--- config.mk ---
export PLATFORM = sky130hd
export DESIGN_NAME = dual_addr_filter
export DESIGN_NICKNAME = d
export VERILOG_FILES = /design/src/rtl/dual_addr_filter_pkg.sv /design/src/rtl/addr_slot_cmp.sv /design/src/rtl/slot_prio_pick.sv /design/src/rtl/rw_hold_reg.sv /design/src/rtl/dual_addr_filter.sv
export SDC_FILE = /design/constraint.sdc
export NUM_CORES = 1
export LEC_CHECK = 0
export BUFFER_PORTS_ARGS = -buffer_cell sky130_fd_sc_hd__buf_4
export CORE_MARGIN = 2
export CORE_UTILIZATION = 26
export DETAILED_ROUTE_END_ITERATION = 10
export GPL_TIMING_DRIVEN = 0
export PLACE_DENSITY_LB_ADDON = 0.15
export SYNTH_ARGS = -nofsm -noshare
export SYNTH_HDL_FRONTEND = slang
export SYNTH_SLANG_ARGS = --single-unit
--- constraint.sdc ---
create_clock -name clk -period 1.4 [get_ports clk]
set_input_delay 0.14 -clock clk [delete_from_list [all_inputs] [get_ports clk]]
set_output_delay 0.14 -clock clk [all_outputs]
set_load 0.005 [all_outputs]
--- src/rtl/dual_addr_filter_pkg.sv ---
package dual_addr_filter_pkg;
   function automatic int unsigned idx_width(input int unsigned n);
      return (n > 1) ? $clog2(n) : 1;
   endfunction
endpackage

--- src/rtl/addr_slot_cmp.sv ---
module addr_slot_cmp #(
   parameter int unsigned ADDR_W     = 7,
   parameter bit          GC_SUPPORT = 1'b1
) (
   input  logic [ADDR_W:0]   rx_byte,
   input  logic [ADDR_W:0]   cfg_addr,
   input  logic [ADDR_W-1:0] cfg_mask,
   output logic              direct_hit,
   output logic              gc_hit
);
   logic [ADDR_W-1:0] care_diff;
   logic              addr_zero;

   always_comb begin
      care_diff  = (rx_byte[ADDR_W:1] ^ cfg_addr[ADDR_W:1]) & ~cfg_mask;
      addr_zero  = (rx_byte[ADDR_W:1] == '0);
      direct_hit = (care_diff == '0) && !addr_zero;
   end

   generate
      if (GC_SUPPORT) begin : g_gc
         assign gc_hit = (rx_byte == '0) && cfg_addr[0];
      end else begin : g_no_gc
         assign gc_hit = 1'b0;
      end
   endgenerate
endmodule

--- src/rtl/slot_prio_pick.sv ---
module slot_prio_pick #(
   parameter int unsigned N     = 2,
   parameter int unsigned IDX_W = 1
) (
   input  logic [N-1:0]     req,
   output logic             any_req,
   output logic [IDX_W-1:0] idx
);
   always_comb begin
      idx     = '0;
      any_req = |req;
      for (int i = N - 1; i >= 0; i--) begin
         if (req[i]) idx = IDX_W'(i);
      end
   end
endmodule

--- src/rtl/rw_hold_reg.sv ---
module rw_hold_reg (
   input  logic clk,
   input  logic rst_n,
   input  logic capture,
   input  logic d,
   output logic q
);
   always_ff @(posedge clk or negedge rst_n) begin
      if (!rst_n)       q <= 1'b0;
      else if (capture) q <= d;
   end
endmodule

--- src/rtl/dual_addr_filter.sv ---
module dual_addr_filter
   import dual_addr_filter_pkg::*;
#(
   parameter int unsigned ADDR_W     = 7,
   parameter int unsigned NUM_SLOTS  = 2,
   parameter bit          GC_SUPPORT = 1'b1,
   localparam int unsigned BYTE_W    = ADDR_W + 1,
   localparam int unsigned IDX_W     = idx_width(NUM_SLOTS)
) (
   input  logic                          clk,
   input  logic                          rst_n,
   input  logic [BYTE_W-1:0]             rx_byte,
   input  logic                          rx_valid,
   input  logic                          master_mode,
   input  logic [NUM_SLOTS*BYTE_W-1:0]   own_addr_cfg,
   input  logic [NUM_SLOTS*ADDR_W-1:0]   own_mask_cfg,
   output logic                          hit,
   output logic [IDX_W-1:0]              hit_idx,
   output logic                          gc_hit,
   output logic                          rw_latched
);
   initial begin
      if (ADDR_W < 1)    $error("ADDR_W must be at least 1");
      if (NUM_SLOTS < 1) $error("NUM_SLOTS must be at least 1");
   end

   logic [NUM_SLOTS-1:0] direct_req;
   logic [NUM_SLOTS-1:0] gc_req;
   logic [NUM_SLOTS-1:0] slot_req;
   logic                 any_req;
   logic                 qualify;

   for (genvar s = 0; s < NUM_SLOTS; s++) begin : g_slot
      addr_slot_cmp #(.ADDR_W(ADDR_W), .GC_SUPPORT(GC_SUPPORT)) u_cmp (
         .rx_byte    (rx_byte),
         .cfg_addr   (own_addr_cfg[s*BYTE_W +: BYTE_W]),
         .cfg_mask   (own_mask_cfg[s*ADDR_W +: ADDR_W]),
         .direct_hit (direct_req[s]),
         .gc_hit     (gc_req[s])
      );
      assign slot_req[s] = direct_req[s] | gc_req[s];
   end

   slot_prio_pick #(.N(NUM_SLOTS), .IDX_W(IDX_W)) u_pick (
      .req     (slot_req),
      .any_req (any_req),
      .idx     (hit_idx)
   );

   assign qualify = rx_valid & ~master_mode;
   assign hit     = qualify & any_req;
   assign gc_hit  = qualify & (|gc_req);

   rw_hold_reg u_rw (
      .clk     (clk),
      .rst_n   (rst_n),
      .capture (hit),
      .d       (rx_byte[0]),
      .q       (rw_latched)
   );
endmodule


# Word-level counts from Yosys, hierarchy flattened
# Index checks and enable logic that the tools add are counted.
[word_totals] register_bits=1 latch_bits=0 ramBits=0 romBits=0 output_inout_bits=4 mem_count=0
[op_classes] add_sub_neg=0 n_mul=0 n_div=0 order_cmp=0 eq_ne=0 shift=0 n_mux=2 bitwise=12 n_reduce_logical=11
[op_table] cell="logical NOT 7 bit" count=3
[op_table] cell="bitwise AND 7 bit" count=2
[op_table] cell="inverter 7 bit" count=2
[op_table] cell="XOR 7 bit" count=2
[op_table] cell="logical NOT 8 bit" count=1
[op_table] cell="logical AND 1 bit" count=4
[op_table] cell="OR reduction 2 bit" count=2
[op_table] cell="bitwise AND 1 bit" count=3
[op_table] cell="2-to-1 mux 1 bit" count=2
[op_table] cell="bitwise OR 1 bit" count=2
[op_table] cell="logical NOT 1 bit" count=1
[op_table] cell="inverter 1 bit" count=1

# Longest topological paths before layout
[logic_depth] ltp_word=7 mapped_depth=5 depth_no_buf=5

# Cells and area by module
# From an unflattened synthesis, not the netlist that was laid out.
[unflattened] hier_cells=41 area_unflattened_um2=342.8
[modules_own_cells] mod="addr_slot_cmp" n_inst=2 cells_each=16 area_each_um2=126.4
[modules_own_cells] mod="rw_hold_reg" n_inst=1 cells_each=2 area_each_um2=40.0
[modules_own_cells] mod="dual_addr_filter" n_inst=1 cells_each=5 area_each_um2=37.5
[modules_own_cells] mod="slot_prio_pick" n_inst=1 cells_each=2 area_each_um2=12.5

# Worst setup path after synthesis
# OpenSTA, ideal clock, no wires.
[synth_timing] kind="in2reg" from="in rx_byte[6]" to="reg u_rw.q" setup_time_ns=0.126 arrival_time_ns=1.534 required_time_ns=1.274 setup_slack_ns=-0.260 stages=5 n_path_buf=0 path_cell_list="or4_4 > or2_4 > nor3b_2 > a2111oi_1 > a221o_1"
[synth_between] elab_chain_len=7
[synth_rtl] item="start: declaration" line_no="dual_addr_filter.sv:12" source="input logic [BYTE_W-1:0] rx_byte,"
[synth_rtl] item="XOR 7 bit" line_no="addr_slot_cmp.sv:15" source="care_diff = (rx_byte[ADDR_W:1] ^ cfg_addr[ADDR_W:1]) & ~cfg_mask;"
[synth_rtl] item="bitwise AND 7 bit" line_no="addr_slot_cmp.sv:15"
[synth_rtl] item="logical NOT 7 bit" line_no="addr_slot_cmp.sv:17" source="direct_hit = (care_diff == '0) && !addr_zero;"
[synth_rtl] item="logical AND 1 bit" line_no="addr_slot_cmp.sv:17"
[synth_rtl] item="bitwise OR 1 bit" line_no="dual_addr_filter.sv:41" source="assign slot_req[s] = direct_req[s] | gc_req[s];"
[synth_rtl] item="OR reduction 2 bit (*)" line_no="slot_prio_pick.sv:11" source="any_req = |req;"
[synth_rtl] item="bitwise AND 1 bit (*)" line_no="dual_addr_filter.sv:51" source="assign hit = qualify & any_req;"
[synth_rtl] item="end signal: assignment" line_no="rw_hold_reg.sv:9" source="if (!rst_n) q <= 1'b0;"
[synth_rtl] item="end signal: assignment" line_no="rw_hold_reg.sv:10" source="else if (capture) q <= d;"
[synth_rtl] item="end: declaration" line_no="rw_hold_reg.sv:6" source="output logic q"
# Mark *: on every way between the ends. The rest lies on a longest branch, timed or not.
# A chain may end at the register's enable or synchronous reset.

# Worst setup path in the final report
# Ends and elaborated chain as after synthesis.

==> flow_summary.json <==
{
  "num_rows": 12,
  "finalCritPeriodShare": 1.27,
  "grt_pass1_wl_mm": 1.92,
  "core_area_sq_um": 1160,
  "drt_wl_total_mm": 1.21,
  "start_util": 0.292,
  "irDropWorstVdd_mv": 0.158,
  "hold_path.class": "in -> async",
  "io_pins": 46,
  "drv_slew": 0,
  "clk-insertion-delay-late_ns": 0,
  "ant_nets": 0,
  "ys_seq_area_frac": 0.0741,
  "skew_ns": 0,
  "num-fill-cells": 107,
  "drv_cap": 0,
  "grt_pass1_vias": 473,
  "fin_ws_ns": -0.379,
  "viasPerCell": 4.83,
  "grtUsageTotal": 0.168,
  "crit_type": "in -> reg",
  "cellPowerDensity_nw_per_um2": 347,
  "max_freq_mhz": 562,
  "synthesis.instances": 42,
  "area_growth_syn_to_layout_pct": 128,
  "cp_max_fo": 3,
  "drive_above_1_share": 0.633,
  "overflow": 0,
  "p_leak_uw": 0.000335,
  "slew_headroom": 0.726,
  "total_power_uw": 267,
  "dp_cells": 101,
  "grt_max_degree": 5,
  "synth_area_sq_um": 338,
  "fin_hold_ws_ns": 0.461,
  "end_kind": "register",
  "largest_register_ffs": 1,
  "top_regs": "u_rw.q x1",
  "top_register": "u_rw.q",
  "run_status": "finished with violations",
  "dr.pass1.iters": 3,
  "regArea_sq_um": 25.0,
  "syn_nets": 84,
  "diodes": 0,
  "worstPathRequired_ns": 1.27,
  "arrival_ns": 1.65,
  "drtIter0Drc": 3,
  "setup_viol": 4,
  "io_buffers": 45,
  "final-hold-violation-count": 0,
  "fp.dieW_um": 40.0,
  "violations": "setup timing",
  "final.min_clock_period_ns": 1.78,
  "avgSynthCellArea_sq_um": 8.04,
  "synth_warnings": 0,
  "die_y_um": 40.0,
  "worst_pin_slew_ns": 0.408,
  "dp_hpwl_mm": 1.02,
  "cp-start-kind": "input port",
  "multi_input_area_sq_um": 350,
  "wl_per_cell_um": 11.6,
  "grt_util_met1": 0.195,
  "rsz0062_at_grt": "yes",
  "dieArea_sq_um": 1600,
  "gp_congestion": 0.697,
  "synth_cell_types": 18,
  "path_clk_slew_ns": 0,
  "antenna_found_initial": 0,
  "met2_usage": 0.351,
  "met3_usage": 0,
  "vias": 502,
  "finalNetCount": 134,
  "synth_seq_cells": 1,
  "instances_no_fill": 104,
  "busiest_layer": "met2",
  "route.detailed.drc": 0
}
## cells by family (layout without fill, tap and decap cells)
| kind of cell | count (synthesis) | count (layout) | share of synthesized area |
|---|---|---|---|
| AO/OA/AOI/OAI | 12 | 12 | 0.248 |
| buffers and inverters | 1 | 49 | 0.0111 |
| AND/OR/NAND/NOR | 14 | 14 | 0.304 |
| flip-flops | 1 | 1 | 0.0741 |
| XOR/XNOR | 14 | 14 | 0.363 |
## worst paths after layout
path	cells past startpoint	endpoint	slack, ns	startpoint
worst max register to register	2	u_rw.q	0.44	u_rw.q
worst min-delay path	2	u_rw.q	0.46	rst_n
min in group clk	1	u_rw.q	0.53	u_rw.q
worst min register to register	1	u_rw.q	0.53	u_rw.q
worst max-delay path	6	u_rw.q	-0.38	rx_byte[6]
max in group asynchronous	2	u_rw.q	0.86	rst_n
## power breakdown
group	internal [uW]	leakage, uW	total [uW]	switching [uW]
Clock	0	0	0	0
Sequential	33.2	0.00000940	36.1	2.91
Combinational	151	0.000326	231	80.6
Total	184	0.000335	267	83.5
## layout by cell type, fill, tap and decap left out
master         count
nand2b_1           1
nor3b_4            1
and2_1             1
a22o_1             1
nor4_2             2
or4_4              1
or3_4              1
buf_6              1
inv_1              1
xnor2_1           14
or2_1              1
a21oi_1            1
nor2_2             1
a2111oi_2          1
a221o_1            1
nor2_1             3
o22ai_1            7
dlygate4sd3_1      1
buf_4             45
or2_4              1
o22ai_2            1
buf_8              1
dfrtp_1            1
nor4_4             1
## repair_timing
item                                    CTS  global route
setup buffers                             2             0
hold buffers                              1             0
pin swaps                                 4             2
endpoints found under the setup margin    4             4
resized for setup                         6             2
endpoints found under the hold margin     1             0
## cell usage after synthesis
cell       count  area (sq um)
xnor2_1       14           123
o22ai_1        8          50.1
nor2_1         4          15.0
nor4_1         2          12.5
a2111oi_1      1          10.0
a21oi_1        1          5.00
a221o_1        1          10.0
a22o_1         1          8.76
and2_1         1          6.26
dfrtp_1        1          25.0
inv_1          1          3.75
nand2b_1       1          6.26
nor3b_2        1          12.5
nor4_2         1          12.5
or2_1          1          6.26
or2_4          1          8.76
or3_4          1          11.3
or4_4          1          11.3
## area by class of cell
| class | count | area share |
|---|---|---|
| Sequential cell | 1 | 0.0325 |
| Inverter | 1 | 0.00487 |
| Tap cell | 14 | 0.0227 |
| Timing Repair Buffer | 48 | 0.485 |
| Multi-Input combinational cell | 40 | 0.455 |
## metal layers
layer  routed length, um  vias up
met5                   0        -
met4                   0        0
met3                 108        0
met2                 647       26
met1                 449      218
li1                    -      258
## critical path, stage by stage
cell,delay (ns)
buf_8,0.09
or4_4,0.54
or2_4,0.27
nor3b_4,0.20
a2111oi_2,0.08
a221o_1,0.32
## metrics by stage
stage | instance area, sq um | TNS, ns | utilization | setup slack, ns
floorplan | 349 | -0.395 | - | -0.192
detailed placement | 704 | -1.38 | 0.609 | -0.447
global placement | 704 | -1.41 | 0.609 | -0.462
CTS | 759 | -1.28 | 0.657 | -0.372
global route | 771 | -1.63 | 0.667 | -0.440
finish | 771 | -1.34 | 0.667 | -0.379
No activity file was read; power rests on OpenSTA's default activity.
